**config.mk**
```make
export PLATFORM = sky130hd
export DESIGN_NAME = pin_input_filter
export DESIGN_NICKNAME = d
export VERILOG_FILES = /design/src/rtl/pif_pkg.sv /design/src/rtl/pif_sync.sv /design/src/rtl/pif_cfg.sv /design/src/rtl/pif_divider.sv /design/src/rtl/pif_line.sv /design/src/rtl/pin_input_filter.sv
export SDC_FILE = /design/constraint.sdc
export NUM_CORES = 1
export LEC_CHECK = 0
export ABC_CLOCK_PERIOD_IN_PS = 11500
export BUFFER_PORTS_ARGS = -buffer_cell sky130_fd_sc_hd__buf_2
export CORE_ASPECT_RATIO = 1.2
export CORE_MARGIN = 10
export CORE_UTILIZATION = 30
export CTS_CLUSTER_DIAMETER = 80
export CTS_CLUSTER_SIZE = 14
export DETAILED_ROUTE_END_ITERATION = 16
export SYNTH_ARGS = -nofsm -noshare
export SYNTH_HDL_FRONTEND = slang
export SYNTH_HIERARCHICAL = 1
export SYNTH_SLANG_ARGS = --single-unit
```
**constraint.sdc**
```tcl
create_clock -name clk -period 11.5 [get_ports clk]
set_clock_uncertainty 0.1 [all_clocks]
set_input_delay 2.3 -clock clk [delete_from_list [all_inputs] [get_ports clk]]
set_output_delay 2.3 -clock clk [all_outputs]
set_load 0.02 [all_outputs]
```
**src/rtl/pif_pkg.sv**
```systemverilog
package pif_pkg;
   typedef enum logic {
      FILT_GLITCH   = 1'b0,
      FILT_DEBOUNCE = 1'b1
   } filt_mode_e;

   localparam int SYNC_STAGES = 2;
   localparam int MAX_LINES   = 32;
   localparam int MAX_DIV_W   = 16;
endpackage

```
**src/rtl/pif_sync.sv**
```systemverilog
module pif_sync #(
   parameter int LINES  = 32,
   parameter int STAGES = 2
) (
   input  logic             clk,
   input  logic             rst_n,
   input  logic [LINES-1:0] din,
   output logic [LINES-1:0] dout
);
   if (STAGES < 2) begin : g_bad_stages
      $error("pif_sync: STAGES must be at least 2");
   end

   logic [STAGES-1:0][LINES-1:0] stage_q;

   always_ff @(posedge clk or negedge rst_n) begin
      if (!rst_n) begin
         stage_q <= '0;
      end else begin
         stage_q[0] <= din;
         for (int s = 1; s < STAGES; s++) begin
            stage_q[s] <= stage_q[s-1];
         end
      end
   end

   assign dout = stage_q[STAGES-1];
endmodule

```
**src/rtl/pif_cfg.sv**
```systemverilog
module pif_cfg #(
   parameter int LINES = 32
) (
   input  logic             clk,
   input  logic             rst_n,
   input  logic [LINES-1:0] en_set,
   input  logic [LINES-1:0] en_clr,
   input  logic [LINES-1:0] mode_glitch_wr,
   input  logic [LINES-1:0] mode_debounce_wr,
   output logic [LINES-1:0] en_q,
   output logic [LINES-1:0] mode_q
);
   logic [LINES-1:0] en_next;
   logic [LINES-1:0] mode_next;

   // disable beats enable; debounce beats glitch
   always_comb begin
      en_next   = (en_q | en_set) & ~en_clr;
      mode_next = (mode_q & ~mode_glitch_wr) | mode_debounce_wr;
   end

   always_ff @(posedge clk or negedge rst_n) begin
      if (!rst_n) begin
         en_q   <= '0;
         mode_q <= '0;
      end else begin
         en_q   <= en_next;
         mode_q <= mode_next;
      end
   end
endmodule

```
**src/rtl/pif_divider.sv**
```systemverilog
module pif_divider #(
   parameter int DIV_W = 14
) (
   input  logic             clk,
   input  logic             rst_n,
   input  logic             slow_tick,
   input  logic             div_wr,
   input  logic [DIV_W-1:0] div_val,
   output logic [DIV_W-1:0] div_q,
   output logic             sample_tick
);
   logic [DIV_W-1:0] cnt_q;
   logic             hit;

   assign hit         = (cnt_q == div_q);
   assign sample_tick = slow_tick & hit & ~div_wr;

   always_ff @(posedge clk or negedge rst_n) begin
      if (!rst_n) begin
         div_q <= '0;
         cnt_q <= '0;
      end else if (div_wr) begin
         div_q <= div_val;
         cnt_q <= '0;
      end else if (slow_tick) begin
         cnt_q <= hit ? '0 : cnt_q + 1'b1;
      end
   end
endmodule

```
**src/rtl/pif_line.sv**
```systemverilog
module pif_line
   import pif_pkg::*;
(
   input  logic clk,
   input  logic rst_n,
   input  logic sync_in,
   input  logic sample_tick,
   input  logic filt_en,
   input  logic mode_bit,
   output logic data_out
);
   logic       gl_prev_q, gl_out_q;
   logic       db_prev_q, db_out_q;
   filt_mode_e mode;

   assign mode = filt_mode_e'(mode_bit);

   // fast path: two agreeing samples on consecutive system clocks
   always_ff @(posedge clk or negedge rst_n) begin
      if (!rst_n) begin
         gl_prev_q <= 1'b0;
         gl_out_q  <= 1'b0;
      end else begin
         gl_prev_q <= sync_in;
         if (sync_in == gl_prev_q) gl_out_q <= sync_in;
      end
   end

   // slow path: two agreeing samples on consecutive half-period ticks
   always_ff @(posedge clk or negedge rst_n) begin
      if (!rst_n) begin
         db_prev_q <= 1'b0;
         db_out_q  <= 1'b0;
      end else if (sample_tick) begin
         db_prev_q <= sync_in;
         if (sync_in == db_prev_q) db_out_q <= sync_in;
      end
   end

   always_comb begin
      if (!filt_en)                   data_out = sync_in;
      else if (mode == FILT_DEBOUNCE) data_out = db_out_q;
      else                            data_out = gl_out_q;
   end
endmodule

```
**src/rtl/pin_input_filter.sv**
```systemverilog
module pin_input_filter
   import pif_pkg::*;
#(
   parameter int LINES = 32,
   parameter int DIV_W = 14
) (
   input  logic             clk,
   input  logic             rst_n,
   input  logic             slow_tick,
   input  logic [LINES-1:0] pin_in,
   input  logic [LINES-1:0] en_set,
   input  logic [LINES-1:0] en_clr,
   input  logic [LINES-1:0] mode_glitch_wr,
   input  logic [LINES-1:0] mode_debounce_wr,
   input  logic             div_wr,
   input  logic [DIV_W-1:0] div_val,
   output logic [LINES-1:0] pin_data,
   output logic [LINES-1:0] en_status,
   output logic [LINES-1:0] mode_status
);
   if (LINES < 1 || LINES > MAX_LINES) begin : g_bad_lines
      $error("pin_input_filter: LINES out of range");
   end
   if (DIV_W < 1 || DIV_W > MAX_DIV_W) begin : g_bad_div
      $error("pin_input_filter: DIV_W out of range");
   end

   logic [LINES-1:0] sync_q;
   logic [DIV_W-1:0] div_q;
   logic             deb_tick;

   pif_sync #(.LINES(LINES), .STAGES(SYNC_STAGES)) u_sync (
      .clk  (clk),
      .rst_n(rst_n),
      .din  (pin_in),
      .dout (sync_q)
   );

   pif_cfg #(.LINES(LINES)) u_cfg (
      .clk             (clk),
      .rst_n           (rst_n),
      .en_set          (en_set),
      .en_clr          (en_clr),
      .mode_glitch_wr  (mode_glitch_wr),
      .mode_debounce_wr(mode_debounce_wr),
      .en_q            (en_status),
      .mode_q          (mode_status)
   );

   pif_divider #(.DIV_W(DIV_W)) u_div (
      .clk        (clk),
      .rst_n      (rst_n),
      .slow_tick  (slow_tick),
      .div_wr     (div_wr),
      .div_val    (div_val),
      .div_q      (div_q),
      .sample_tick(deb_tick)
   );

   for (genvar i = 0; i < LINES; i++) begin : g_line
      pif_line u_line (
         .clk        (clk),
         .rst_n      (rst_n),
         .sync_in    (sync_q[i]),
         .sample_tick(deb_tick),
         .filt_en    (en_status[i]),
         .mode_bit   (mode_status[i]),
         .data_out   (pin_data[i])
      );
   end
endmodule

```
==> metrics.md <==
| Metric | Value |
|---|---|
| TNS Setup | 0 ns |
| GRT met3 Usage | 2.714% |
| Max VDD drop | 0.0001024 V |
| CP max stage cell | and3b_4 |
| First-pass GRT wire length | 37.61 mm |
| Ant diodes | 0 |
| Die span in y | 228.6 um |
| Final nets | 1,261 |
| Pin count of the biggest net entering global routing | 82 |
| Hold Crit Class | flop to flop |
| Least-Margin Pin Slew | 0.9446 ns |
| LEAKAGE | 6.495 nW |
| Site Rows | 76 |
| Post-CTS setup buffers | 0 |
| Total of max-cap violations | 0 |
| Input/output buffers | 273 |
| Vias in the first global route | 7,173 |
| Initial antenna violation count | 1 |
| RePlAce Congestion | 0.7447 |
| Most frequent cells in the layout | dfrtp_1 (284), buf_2 (272), nor2_1 (109) |
| Clock transition at the registers of the reported paths | 0.06 ns |
| Post-synthesis sequential area ratio | 65.30% |
| CTS tree | built |
| Hpwl dp | 16.49 mm |
| Area growth syn-to-layout | 21.45% |
| Die area | 44,330 um^2 |
| FF-to-FF path depth | 6 |
| CP startpoint kind | primary input |
| Drt wl/cell | 14.66 um |
| Antenna-violating nets left | 0 |
| WP data required | 11.81 ns |
| Initial Util | 30.36% |
| Worst slew margin | 37.03% |
| Cell Pwr Density | 168.3 nW/um^2 |
| Clock buffer depth | 3 |
| Yosys cell types | 34 |
| Chip width | 193.9 um |
| Worst Path Max Fanout | 54 |
| Total GRT Usage | 10.01% |
| Detailed Routing Iterations Pass 1 | 4 |
| Worst-Skew Late Latency | 0.52 ns |
| Post-synth ARST share | 100.0% |
| Syn avg cell area | 13.21 um^2 |
| Final slew viol count | 0 |
| Hold_buf cts | 0 |
| CP Capture Type | flop |
| Endpoints failing setup | 0 |
| Final worst slack | 7.288 ns |
| Yosys reg bits | 284 |
| Cell chosen for the clock root | clkbuf_16 |
| Detailed-route DRC error count | 0 |
| Mapped Area | 10,880 um^2 |
| Final worst path period need | 4.212 ns |
| Hold Path Stages | 0 |
| Critical path data arrival time | 4.52 ns |
| Share of cells above drive strength 1 | 32.87% |
| Vias/cell | 4.385 |
| Met2 GRT Util | 16.79% |
| Delay-heaviest family, CP | buffers and inverters |
| Iteration-0 DRC Markers | 265 |
| Outcome | finished clean |
| Core area | 35,850 um^2 |
| Global route total overflow | 0 |
| Net Count, Synth | 1,003 |
| Dominant synthesized flop cell | dfrtp_1 |
| Met1 GRT Util | 12.35% |
| Final wirelength | 22.73 mm |
| Setup CP Type | primary input to flop |
| Final hold violation count | 0 |
| WP depth | 4 |
| CP max stage delay | 0.69 ns |
| Gates resized, CTS repair | 0 |
| I/O pin count | 274 |
| EDFF count, synth | 0 |
| Number of vias in the routed layout | 6,801 |
| Critical path, cell by cell | buf_2, and3b_4, buf_4, mux2_1 |
| Placed Area | 12,570 um^2 |
| Final Cell Area | 13,220 um^2 |
| Most common cell after layout, fill and taps aside | dfrtp_1 |
| Synthesis Warnings | 6 |
| GR peak layer | met2 |
| RSZ-0062 raised after global routing | false |
| Pre-CTS setup slack | 6.731 ns |
| CTS buffer count | 24 |
| Max frequency | 237.4 MHz |
| Mapped Cells | 824 |
| Clock sink total | 284 |
| Fin crit share | 36.62% |
| WP buf/inv | 2 |
| H-tree depth | 1 |
[cell type report]
| cell class | instances | area (um^2) |
|---|---|---|
| multi-input cells | 460 | 3339 |
| repair buffers | 277 | 1406 |
| inverters | 35 | 131.4 |
| flip-flops and latches | 284 | 7107 |
| clock buffers | 26 | 639.4 |
| fillers | 3467 | 22630 |
| clock inverters | 1 | 8.758 |
| well taps | 468 | 585.6 |
[cell usage after synthesis, drive strengths merged (2+ instances only)]
library cell	count	area [um^2]
a21o	64	480.5
a21oi	32	160.2
a2111oi	11	108.9
dfrtp	284	7107
inv	35	131.4
nand2	16	60.06
nor2	109	409.1
buf	40	290.3
mux2i	41	410.4
nand2b	34	212.7
nand3	3	15.01
clkbuf	5	18.77
maj3	32	360.4
nor3	4	20.02
o32ai	2	17.52
xnor2	14	122.6
o21ai	2	10.01
a22o	32	280.3
mux2	47	529.3
nand4	8	50.05
nor4	2	33.78
[flip-flops by register name (all words and copies together) (netlist names), 32 cells and up]
| name | flops |
|---|---|
| g_line.u_line/db_out_q | 32 |
| g_line.u_line/db_prev_q | 32 |
| g_line.u_line/gl_out_q | 32 |
| g_line.u_line/gl_prev_q | 32 |
| u_cfg/en_q | 32 |
| u_cfg/mode_q | 32 |
| u_sync/dout | 32 |
| u_sync/stage_q | 32 |
[kinds of logic after synthesis]
| family | Yosys count | share of synthesized area [%] |
|---|---|---|
| xor+xnor | 14 | 1.127 |
| simple gates | 180 | 7.622 |
| compound gates | 145 | 9.841 |
| flops | 284 | 65.30 |
| buf+inv | 80 | 4.047 |
| fa+ha+maj | 33 | 3.426 |
| mux | 88 | 8.634 |
[layer usage]
metal  wire length [um]  up-vias
li1                   -     3306
met2              11040      171
met3               1464       29
met1               9792     3293
met5                 13        -
met4                418        2
[power by group]
group | switching (mW) | internal, mW
Clock | 0.337 | 0.390
Combinational | 0.147 | 0.161
Sequential | 0.0877 | 1.10
[final timing paths]
check | to | start | slack (ns)
min in group asynchronous | u_cfg/en_q[21] | rst_n | 1.65
setup / recovery | g_line[17].u_line/db_prev_q | slow_tick | 7.29
hold / removal | u_sync/dout[20] | u_sync/stage_q[20] | 0.24
max in group asynchronous | u_cfg/mode_q[30] | rst_n | 7.53
hold reg to reg | u_sync/dout[20] | u_sync/stage_q[20] | 0.24
setup reg to reg | g_line[17].u_line/db_prev_q | u_div/cnt_q[10] | 7.91
[through the flow]
stage	power, mW	cells	hold WS [ns]	util, %
floorplan	1.396	824	0.2312	-
global placement	1.516	1524	0.2319	35.06
detailed placement	1.526	1524	0.2347	35.06
CTS	2.275	1551	0.2442	36.87
global route	2.350	1551	0.2521	36.87
finish	2.225	1551	0.2411	36.87
No activity file was read; power rests on OpenSTA's default activity.
